===== config.mk =====
export PLATFORM = sky130hd
export DESIGN_NAME = irq_route_top
export DESIGN_NICKNAME = d
export VERILOG_FILES = /design/src/rtl/irq_route_pkg.sv /design/src/rtl/irq_route_decode.sv /design/src/rtl/irq_route_arb.sv /design/src/rtl/irq_route_top.sv
export SDC_FILE = /design/constraint.sdc
export NUM_CORES = 1
export LEC_CHECK = 0
export BUFFER_PORTS_ARGS = -buffer_cell sky130_fd_sc_hd__buf_2
export CAP_MARGIN = 20
export CORE_MARGIN = 5
export CORE_UTILIZATION = 42
export CTS_BUF_LIST = sky130_fd_sc_hd__clkbuf_2
export DETAILED_ROUTE_END_ITERATION = 8
export SLEW_MARGIN = 10
export SYNTH_ARGS = -nofsm -noshare
export SYNTH_HDL_FRONTEND = slang
export SYNTH_SLANG_ARGS = --single-unit

===== constraint.sdc =====
create_clock -name clk -period 3.15 [get_ports clk]
set_input_delay 0.63 -clock clk [delete_from_list [all_inputs] [get_ports clk]]
set_output_delay 0.63 -clock clk [all_outputs]
set_load 0.05 [all_outputs]

===== src/rtl/irq_route_pkg.sv =====
package irq_route_pkg;

    typedef enum logic [1:0] {
        SEL_NONE = 2'd0,
        SEL_ROUTE = 2'd1,
        SEL_CTRL = 2'd2
    } sel_e;

    // field positions inside the 64-bit registers
    localparam int CPU_LSB   = 8;
    localparam int VEC_LSB   = 0;
    localparam int MASK_BIT  = 2;
    localparam int CLEAR_BIT = 1;
    localparam int PEND_BIT  = 0;

    // entry pitch in bytes is 1 << STRIDE_SH
    localparam int STRIDE_SH = 3;

endpackage


===== src/rtl/irq_route_decode.sv =====
module irq_route_decode
    import irq_route_pkg::*;
#(
    parameter int ADDR_W     = 12,
    parameter int NUM_SRC    = 8,
    parameter int ROUTE_BASE = 'h000,
    parameter int CTRL_BASE  = 'h200,
    parameter int IDX_W      = 3
) (
    input  logic [ADDR_W-1:0] addr,
    output sel_e              sel,
    output logic [IDX_W-1:0]  idx
);
    localparam logic [ADDR_W-1:0] RB   = ADDR_W'(ROUTE_BASE);
    localparam logic [ADDR_W-1:0] CB   = ADDR_W'(CTRL_BASE);
    localparam logic [ADDR_W-1:0] SPAN = ADDR_W'(NUM_SRC << STRIDE_SH);

    logic [ADDR_W-1:0] off_route;
    logic [ADDR_W-1:0] off_ctrl;
    logic              hit_route;
    logic              hit_ctrl;

    always_comb begin
        off_route = addr - RB;
        off_ctrl  = addr - CB;
        hit_route = (addr >= RB) && (off_route < SPAN);
        hit_ctrl  = (addr >= CB) && (off_ctrl < SPAN);
        sel = SEL_NONE;
        idx = '0;
        if (hit_route) begin
            sel = SEL_ROUTE;
            idx = IDX_W'(off_route >> STRIDE_SH);
        end else if (hit_ctrl) begin
            sel = SEL_CTRL;
            idx = IDX_W'(off_ctrl >> STRIDE_SH);
        end
    end
endmodule


===== src/rtl/irq_route_arb.sv =====
module irq_route_arb #(
    parameter int N     = 8,
    parameter int IDX_W = 3
) (
    input  logic [N-1:0]     pool,
    output logic             found,
    output logic [IDX_W-1:0] win_idx,
    output logic [N-1:0]     grant
);
    // scan from the top so the lowest set bit is the last one written
    always_comb begin
        found   = |pool;
        win_idx = '0;
        grant   = '0;
        for (int i = N - 1; i >= 0; i--) begin
            if (pool[i]) begin
                win_idx  = IDX_W'(i);
                grant    = '0;
                grant[i] = 1'b1;
            end
        end
    end
endmodule


===== src/rtl/irq_route_top.sv =====
module irq_route_top
    import irq_route_pkg::*;
#(
    parameter int NUM_SRC    = 8,
    parameter int CPU_W      = 5,
    parameter int VEC_W      = 6,
    parameter int ADDR_W     = 12,
    parameter int DATA_W     = 64,
    parameter int ROUTE_BASE = 'h000,
    parameter int CTRL_BASE  = 'h200
) (
    input  logic               clk,
    input  logic               rst_n,
    input  logic               req_valid,
    input  logic               req_write,
    input  logic [ADDR_W-1:0]  req_addr,
    input  logic [DATA_W-1:0]  req_wdata,
    output logic               rsp_valid,
    output logic               rsp_err,
    output logic [DATA_W-1:0]  rsp_rdata,
    input  logic [NUM_SRC-1:0] dev_irq,
    output logic               post_valid,
    output logic [CPU_W-1:0]   post_cpu,
    output logic [VEC_W-1:0]   post_vec
);
    localparam int IDX_W = (NUM_SRC > 1) ? $clog2(NUM_SRC) : 1;

    typedef struct packed {
        logic [NUM_SRC-1:0][CPU_W-1:0] cpu;
        logic [NUM_SRC-1:0][VEC_W-1:0] vec;
        logic [NUM_SRC-1:0]            mask;
        logic [NUM_SRC-1:0]            pend;
        logic [NUM_SRC-1:0]            req;
        logic                          rsp_valid;
        logic                          rsp_err;
        logic [DATA_W-1:0]             rsp_rdata;
        logic                          post_valid;
        logic [CPU_W-1:0]              post_cpu;
        logic [VEC_W-1:0]              post_vec;
    } state_t;

    state_t s_d;
    state_t s_q;

    sel_e               acc_sel;
    logic [IDX_W-1:0]   acc_idx;
    logic [NUM_SRC-1:0] accept;
    logic [NUM_SRC-1:0] pool;
    logic               win_found;
    logic [IDX_W-1:0]   win_idx;
    logic [NUM_SRC-1:0] win_grant;
    logic               unused_wdata;

    assign unused_wdata = ^req_wdata;

    irq_route_decode #(
        .ADDR_W     (ADDR_W),
        .NUM_SRC    (NUM_SRC),
        .ROUTE_BASE (ROUTE_BASE),
        .CTRL_BASE  (CTRL_BASE),
        .IDX_W      (IDX_W)
    ) u_decode (
        .addr (req_addr),
        .sel  (acc_sel),
        .idx  (acc_idx)
    );

    assign accept = dev_irq & ~s_q.mask;
    assign pool   = s_q.req | accept;

    irq_route_arb #(
        .N     (NUM_SRC),
        .IDX_W (IDX_W)
    ) u_arb (
        .pool    (pool),
        .found   (win_found),
        .win_idx (win_idx),
        .grant   (win_grant)
    );

    always_comb begin
        s_d = s_q;

        // register access, answered on the next cycle
        s_d.rsp_valid = req_valid;
        s_d.rsp_err   = 1'b0;
        s_d.rsp_rdata = '0;
        if (req_valid) begin
            case (acc_sel)
                SEL_ROUTE: begin
                    if (req_write) begin
                        s_d.cpu[acc_idx] = req_wdata[CPU_LSB +: CPU_W];
                        s_d.vec[acc_idx] = req_wdata[VEC_LSB +: VEC_W];
                    end else begin
                        s_d.rsp_rdata[CPU_LSB +: CPU_W] = s_q.cpu[acc_idx];
                        s_d.rsp_rdata[VEC_LSB +: VEC_W] = s_q.vec[acc_idx];
                    end
                end
                SEL_CTRL: begin
                    if (req_write) begin
                        s_d.mask[acc_idx] = req_wdata[MASK_BIT];
                        if (req_wdata[CLEAR_BIT]) begin
                            s_d.pend[acc_idx] = 1'b0;
                        end
                    end else begin
                        s_d.rsp_rdata[MASK_BIT] = s_q.mask[acc_idx];
                        s_d.rsp_rdata[PEND_BIT] = s_q.pend[acc_idx];
                    end
                end
                default: begin
                    s_d.rsp_err = 1'b1;
                end
            endcase
        end

        // acceptance overrides a same-cycle control write
        s_d.mask = s_d.mask | accept;
        s_d.pend = s_d.pend | accept;

        // one post per cycle, lowest waiting source first
        s_d.post_valid = win_found;
        s_d.post_cpu   = '0;
        s_d.post_vec   = '0;
        if (win_found) begin
            s_d.post_cpu = s_q.cpu[win_idx];
            s_d.post_vec = s_q.vec[win_idx];
        end
        s_d.req = pool & ~win_grant;
    end

    always_ff @(posedge clk or negedge rst_n) begin
        if (!rst_n) begin
            s_q      <= '0;
            s_q.mask <= '1;
        end else begin
            s_q <= s_d;
        end
    end

    assign rsp_valid  = s_q.rsp_valid;
    assign rsp_err    = s_q.rsp_err;
    assign rsp_rdata  = s_q.rsp_rdata;
    assign post_valid = s_q.post_valid;
    assign post_cpu   = s_q.post_cpu;
    assign post_vec   = s_q.post_vec;
endmodule


==> results of run 1 <==
[worst max path at each step]
stage,cells past startpoint,start,slack [ps],end
2_1_floorplan,10,req_addr[9],600,s_q[139]
3_3_place_gp,7,dev_irq[0],180,post_cpu[0]
3_5_place_dp,6,dev_irq[3],150,post_vec[1]
4_1_cts,5,s_q[97],400,post_vec[0]
5_1_grt,5,s_q[97],360,post_cpu[3]
6_report,5,s_q[97],410,post_vec[0]
[cell type report]
class / instances / area, um^2 / area share
flip-flops and latches: 136 / 3410 / 0.433
clock inverters: 12 / 105 / 0.0133
inverters: 6 / 22.5 / 0.00286
well taps: 225 / 282 / 0.0357
diodes: 1 / 2.50 / 0.000318
multi-input cells: 472 / 3440 / 0.437
repair buffers: 84 / 514 / 0.0653
clock buffers: 19 / 95.1 / 0.0121
[sequential cells by signal, summed over array words and instances (netlist names)]
name,count
post_cpu,5
post_valid,1
post_vec,6
rsp_err,1
rsp_rdata,11
rsp_valid,1
s_q,111
[where the power goes]
| group | switching [mW] | total, mW | leakage, nW | internal, mW |
|---|---|---|---|---|
| Sequential | 0.0363 | 1.86 | 1.82 | 1.82 |
| Clock | 0.656 | 0.939 | 0.120 | 0.282 |
| Combinational | 0.613 | 0.813 | 1.96 | 0.200 |
[metrics by stage]
stage / worst slack (ps) / area (um^2) / instances
floorplan: 604 / 7620 / 726
global placement: 176 / 7650 / 921
detailed placement: 149 / 7650 / 921
CTS: 403 / 7870 / 953
global route: 356 / 7880 / 955
finish: 409 / 7880 / 955
[per-layer routing]
layer	part of all wire	wire (um)	vias to the layer above	GRT usage
met3	0.068	1330	21	0.0452
met2	0.46	8960	211	0.301
met4	0.011	222	2	0.0485
li1	-	-	2429	-
met1	0.46	8930	2700	0.273
met5	0.00036	7	-	0
[critical path: stages (launching register included)]
cell and delay, ps:
dfstp_2 590, nor2b_1 90, nor4_4 520, nand2_1 310, a211oi_2 880, a221o_1 300
[placed cells by master (no fill, tap or decap), drive strengths merged, types with 12 or more instances in the layout]
master | Yosys | routed
dfrtp | 128 | 128
mux2 | 100 | 100
buf | 94 | 82
conb | 1 | 53
nor2 | 46 | 46
a21oi | 34 | 34
o21ai | 30 | 30
mux2i | 26 | 26
nand2 | 23 | 23
clkbuf | 17 | 19
nand2b | 15 | 15
and3 | 12 | 12
[cells in the mapped netlist (all sizes together), types with 6 or more instances]
| master | number | area [um^2] |
|---|---|---|
| nand3 | 7 | 35.0 |
| o21ai | 30 | 161 |
| a221o | 10 | 100 |
| nand2 | 23 | 88.8 |
| mux2i | 26 | 260 |
| nor3 | 7 | 45.0 |
| dfrtp | 128 | 3200 |
| a22o | 10 | 87.6 |
| and3 | 12 | 75.1 |
| a21oi | 34 | 170 |
| o211ai | 8 | 60.1 |
| a21boi | 10 | 75.1 |
| o221ai | 9 | 78.8 |
| dfstp | 8 | 210 |
| mux2 | 100 | 1130 |
| buf | 94 | 669 |
| nand2b | 15 | 93.8 |
| a211oi | 11 | 87.6 |
| o32a | 11 | 110 |
| nor2 | 46 | 175 |
| clkbuf | 17 | 63.8 |
| inv | 6 | 22.5 |
| nor2b | 10 | 62.6 |
[cell families (layout without fill, tap and decap cells)]
kind of cell | after synthesis | count (layout)
compound gates | 152 | 152
fa+ha+maj | 1 | 1
buf+inv | 118 | 121
flops | 136 | 136
mux | 126 | 126
other cells | 1 | 54
simple gates | 140 | 140
==> impl_results.md, run 1 <==
- Status: finished clean
- FF+latch count, synth: about 140
- Initial antenna violation count: 2
- Via count: about 5400
- Synthesis Warnings: 0
- CTS tree: built
- Final hold slack: 123 ps
- Clock Tree Buf Depth: 2
- Cts bufs inserted: 17
- Worst hold path depth: 3
- Root buffer cell: clkbuf_2
- Reg-to-reg endpoint: post_vec[0]
- Via density per instance: roughly 5.6
- Clock sinks: around 140
- Share of layout cells above drive strength 1: 0.318
- Post-synthesis compound-gate area fraction: 0.149
- Worst R2R Setup Slack: roughly 410 ps
- Headroom to the max-slew limit: 0.343
- Initial DRT Pass Iterations: 5
- Clk_skew: 26.5 ps
- Tot Pwr: between 3 and 4 mW
- Slew Limit Fails: 0
- Hold_buf cts: 1
- CP startpoint kind: register
- DRC viols: 0
- GR Util All Layers: 0.193
- Vias in the first global route: ~5300
- Postcts setup bufs: 0
- Syn Area/Cell: between 10 and 15 um^2
- Primary FF master, synth: dfrtp_1
- Syn Std Cell Area: 7430 um^2
- Largest net degree at the start of global routing: 60
- Pleak: ~3.9 nW
- Pwr dens: around 460 nW/um^2
- CTS H-tree depth: 4
- DP HPWL: about 14000 um
- Final setup viols: 0
- Synth Area in XOR/XNOR: 0
- Beginning of the worst hold path: dev_irq[1]
- Setup TNS: 0 ps
- Final Hold Fails: 0
- HP Class: in -> reg
- Asr flop ratio synth: 1.00
- RSZ-0062 raised after global routing: false
- Final core utilization: 0.455
- CP Data Arrival Time: approximately 3400 ps
- Max Freq: around 360 MHz
- CP Capture Type: register
- Initial Utilization: 0.429
- Period utilization: 0.870
- RD Place Congestion: 0.909
- R2r worst-path depth: 5
- Distinct cells, synth: between 60 and 70
- Clk slew on worst S/H paths: roughly 200 ps
- Die area: 20400 um^2
- Wirelength per Cell: 20.4 um
- First-pass GRT wire length: between 30000 and 40000 um
- Remaining global-route overflow: 0
- DRT antenna net count: 0
- Final WL: around 19000 um
- Fill cells: 1640
- Io pins: 166
- End point of the worst hold path: s_q[95]
- # rows: 48
- Crit path kind: reg -> reg
- Die Span Y: 143 um
- WP data required: about 3800 ps
- Worst flop-to-flop path startpoint: s_q[97]
- Max Cap Violations: 0
- Die width: 143 um
- Largest family of logic cells by synthesized area: multiplexers
- Syn Inst Count: 674
- Post-synth EDFFs: 0
- Worst Tran Pin Value: a little under 1000 ps
- PostCTS Resize Cnt: 0
- Nets: about 810
- Input/output buffers: 56
- Initial DRC Count: 503
- Area Overhead vs Synth: 6.08%
- Adder-Cell Fraction of Synth Area: 0.00168
- Clk_lat worst skew: 730 ps
- Core Area: about 17000 um^2
- Worst-path maximum fanout: 10
- Post-Synth Simple-Gate Area: 0.0992
- Final min period: between 2000 and 3000 ps
- Mux share of post-synthesis cell area: 0.187
- Register area share after synthesis: 0.460
- Max IR drop VDD: slightly above 0.2 mV
Power figures use the tool's default switching activity.
==> run 2: changes to the inputs <==
==> constraint.sdc (replaced) <==
create_clock -name clk -period 3.15 [get_ports clk]
set_input_delay 0 -clock clk [delete_from_list [all_inputs] [get_ports clk]]
set_output_delay 0 -clock clk [all_outputs]
set_load 0.05 [all_outputs]
==> run 2 against run 1 <==
Critical path depth grew 5. Combinational power grew 8.1%. Fmax shrank 10%. Sequential power is essentially flat. Worst setup slack lost 310 ps. Hold slack lost 15 ps. Die area is the same. Sequential share of layout area shrank 2.7 points. First-iteration DRC count grew 16%. Core utilization grew 3.1 points. Sequential cell count is the same. Power grew 5.1%.
==> impl_results.md, run 2 (synthesized netlist as in run 1, its figures left out) <==
- DP HPWL: 13700 um (-2.3%)
- CP Capture Type: register
- Area Overhead vs Synth: 13.2%
- DR top layer: met4
- Clock Tree Buf Depth: 2 (unchanged)
- Final hold slack: 107 ps (-15.4 ps)
- Wirelength per Cell: 20.2 um (-0.87%)
- Initial DRC Count: 582 (+16%)
- Most common cell after layout, fill and taps aside: dfrtp_1
- Nets: 852 (+5.7%)
- Register area: 3410 um^2 (unchanged)
- # rows: 48 (unchanged)
- Setup TNS: 0 ps (unchanged)
- Clk slew on worst S/H paths: 200 ps (about the same)
- Core Area: 17300 um^2 (unchanged)
- Cts bufs inserted: 17 (unchanged)
- Slew Limit Fails: 0 (unchanged)
- Final WL: 20200 um (+4.0%)
- Worst R2R Setup Slack: 450 ps (+40 ps)
- CP startpoint kind: input port
- Max reg flops: 111 (unchanged)
- Final setup viols: 0 (unchanged)
- Met1 wire length: 8890 um (-0.37%)
- Clk_skew: 26.3 ps (-0.212 ps)
- RSZ-0062 raised after global routing: false
- Met3 Routed Length: 1680 um (+26%)
- Root buffer cell: clkbuf_2
- Largest net degree at the start of global routing: 75 (+25%)
- WP data required: 3780 ps (-30 ps)
- Die Span Y: 143 um (unchanged)
- Final min period: 3060 ps (+314 ps)
- Worst-path maximum fanout: 6 (-4)
- Final Worst Setup Slack: 94.5 ps (-314 ps)
- Pwr dens: 451 nW/um^2 (-1.5%)
- Die area: 20400 um^2 (unchanged)
- Postcts setup bufs: 0 (unchanged)
- Most frequent cells in the layout: 128 x dfrtp_1, 99 x mux2_2, 55 x buf_2, 53 x conb_1, 51 x dlygate4sd3_1
- HP Class: in -> reg
- Initial Utilization: 0.429 (unchanged)
- Status: finished clean
- Dpl ws: 483 ps (+334 ps)
- Vias in the first global route: 5560 (+4.9%)
- Final Hold Fails: 0 (unchanged)
- DRC viols: 0 (unchanged)
- Clock sinks: 136 (unchanged)
- Initial antenna violation count: 1 (-1)
- CTS H-tree depth: 4 (unchanged)
- Placed inst area: 7620 um^2 (-0.49%)
- Worst flop-to-flop path startpoint: s_q[94]
- Initial DRT Pass Iterations: 5 (unchanged)
- Max IR drop VDD: 0.199 mV (-4.1%)
- Input/output buffers: 56 (unchanged)
- Beginning of the worst hold path: dev_irq[2]
- Area of the multi-input gates: 3440 um^2 (about the same)
- Pleak: 4.10 nW (+5.4%)
- Fill cells: 1565 (-4.6%)
- GR Util All Layers: 0.201 (+0.00834)
- Top reg by flops: s_q
- Clk_lat worst skew: 730 ps (about the same)
- Io pins: 166 (unchanged)
- Tot Pwr: 3.79 mW (+5.1%)
- Critical Path Source: req_addr[8]
- Fin area: 8410 um^2 (+6.7%)
- Routed met2 length: 9380 um (+4.6%)
- Remaining global-route overflow: 0 (unchanged)
- DRT antenna net count: 0 (unchanged)
- Share of layout cells above drive strength 1: 0.298 (-0.0206)
- CP Data Arrival Time: 3690 ps (+290 ps)
- Max Freq: 327 MHz (-10%)
- Via count: 5555 (+3.6%)
- Die width: 143 um (unchanged)
- First-pass GRT wire length: 31400 um (+4.4%)
- Worst Tran Pin Value: 1120 ps (+133 ps)
- Period utilization: 0.970 (+0.0997)
- Via density per instance: 5.54 (-1.3%)
- Crit path kind: in -> reg
- Max Cap Violations: 0 (unchanged)
- CTS tree: built
- RD Place Congestion: 0.860 (-5.3%)
- Headroom to the max-slew limit: 0.254 (-0.0887)
[run 2: power breakdown]
part / switching, mW / internal (mW) / leakage [nW]
logic: 0.632 / 0.248 / 2.15
registers: 0.0389 / 1.82 / 1.82
clock network: 0.688 / 0.365 / 0.137
[run 2: metal layers]
metal | track usage | vias up
met5 | 0 | -
li1 | - | 2525
met4 | 0.0600 | 0
met1 | 0.272 | 2762
met3 | 0.0573 | 24
met2 | 0.316 | 244
[run 2: cell type report]
cell class                      instances  share of cell area
Clock buffer                           17              0.0101
Tap cell                              225              0.0335
Multi-Input combinational cell        472               0.410
Clock inverter                         15              0.0179
Sequential cell                       136               0.406
Antenna cell                            1            0.000298
Timing Repair Buffer                  130               0.120
Inverter                                6             0.00268
[run 2: critical path, cell delays in order]
cell and delay (ps):
dlygate4sd3_1 520, buf_2 130, or3_1 420, dlygate4sd3_1 640, a311oi_2 430, dlygate4sd3_1 640, nand2b_1 120, o21ai_0 170
nand2_1 70, dlygate4sd3_1 550
[run 2: repair_timing]
item                       CTS  global route
hold endpoints to repair   262             0
setup endpoints to repair    0            11
gates resized for setup      0             2
hold buffers                53             0
[run 2: worst paths after layout]
check / end / depth (start not counted)
max: s_q[88] / 10
min: s_q[96] / 4
max reg2reg: post_vec[0] / 6
min reg2reg: s_q[140] / 1
max in group asynchronous: s_q[164] / 4
min in group asynchronous: s_q[98] / 3
[run 2: through the flow]
step	instances	util
after floorplan	726	-
after global placement	916	0.440
after detailed placement	916	0.440
after CTS	1001	0.486
after global routing	1002	0.486
final	1002	0.486
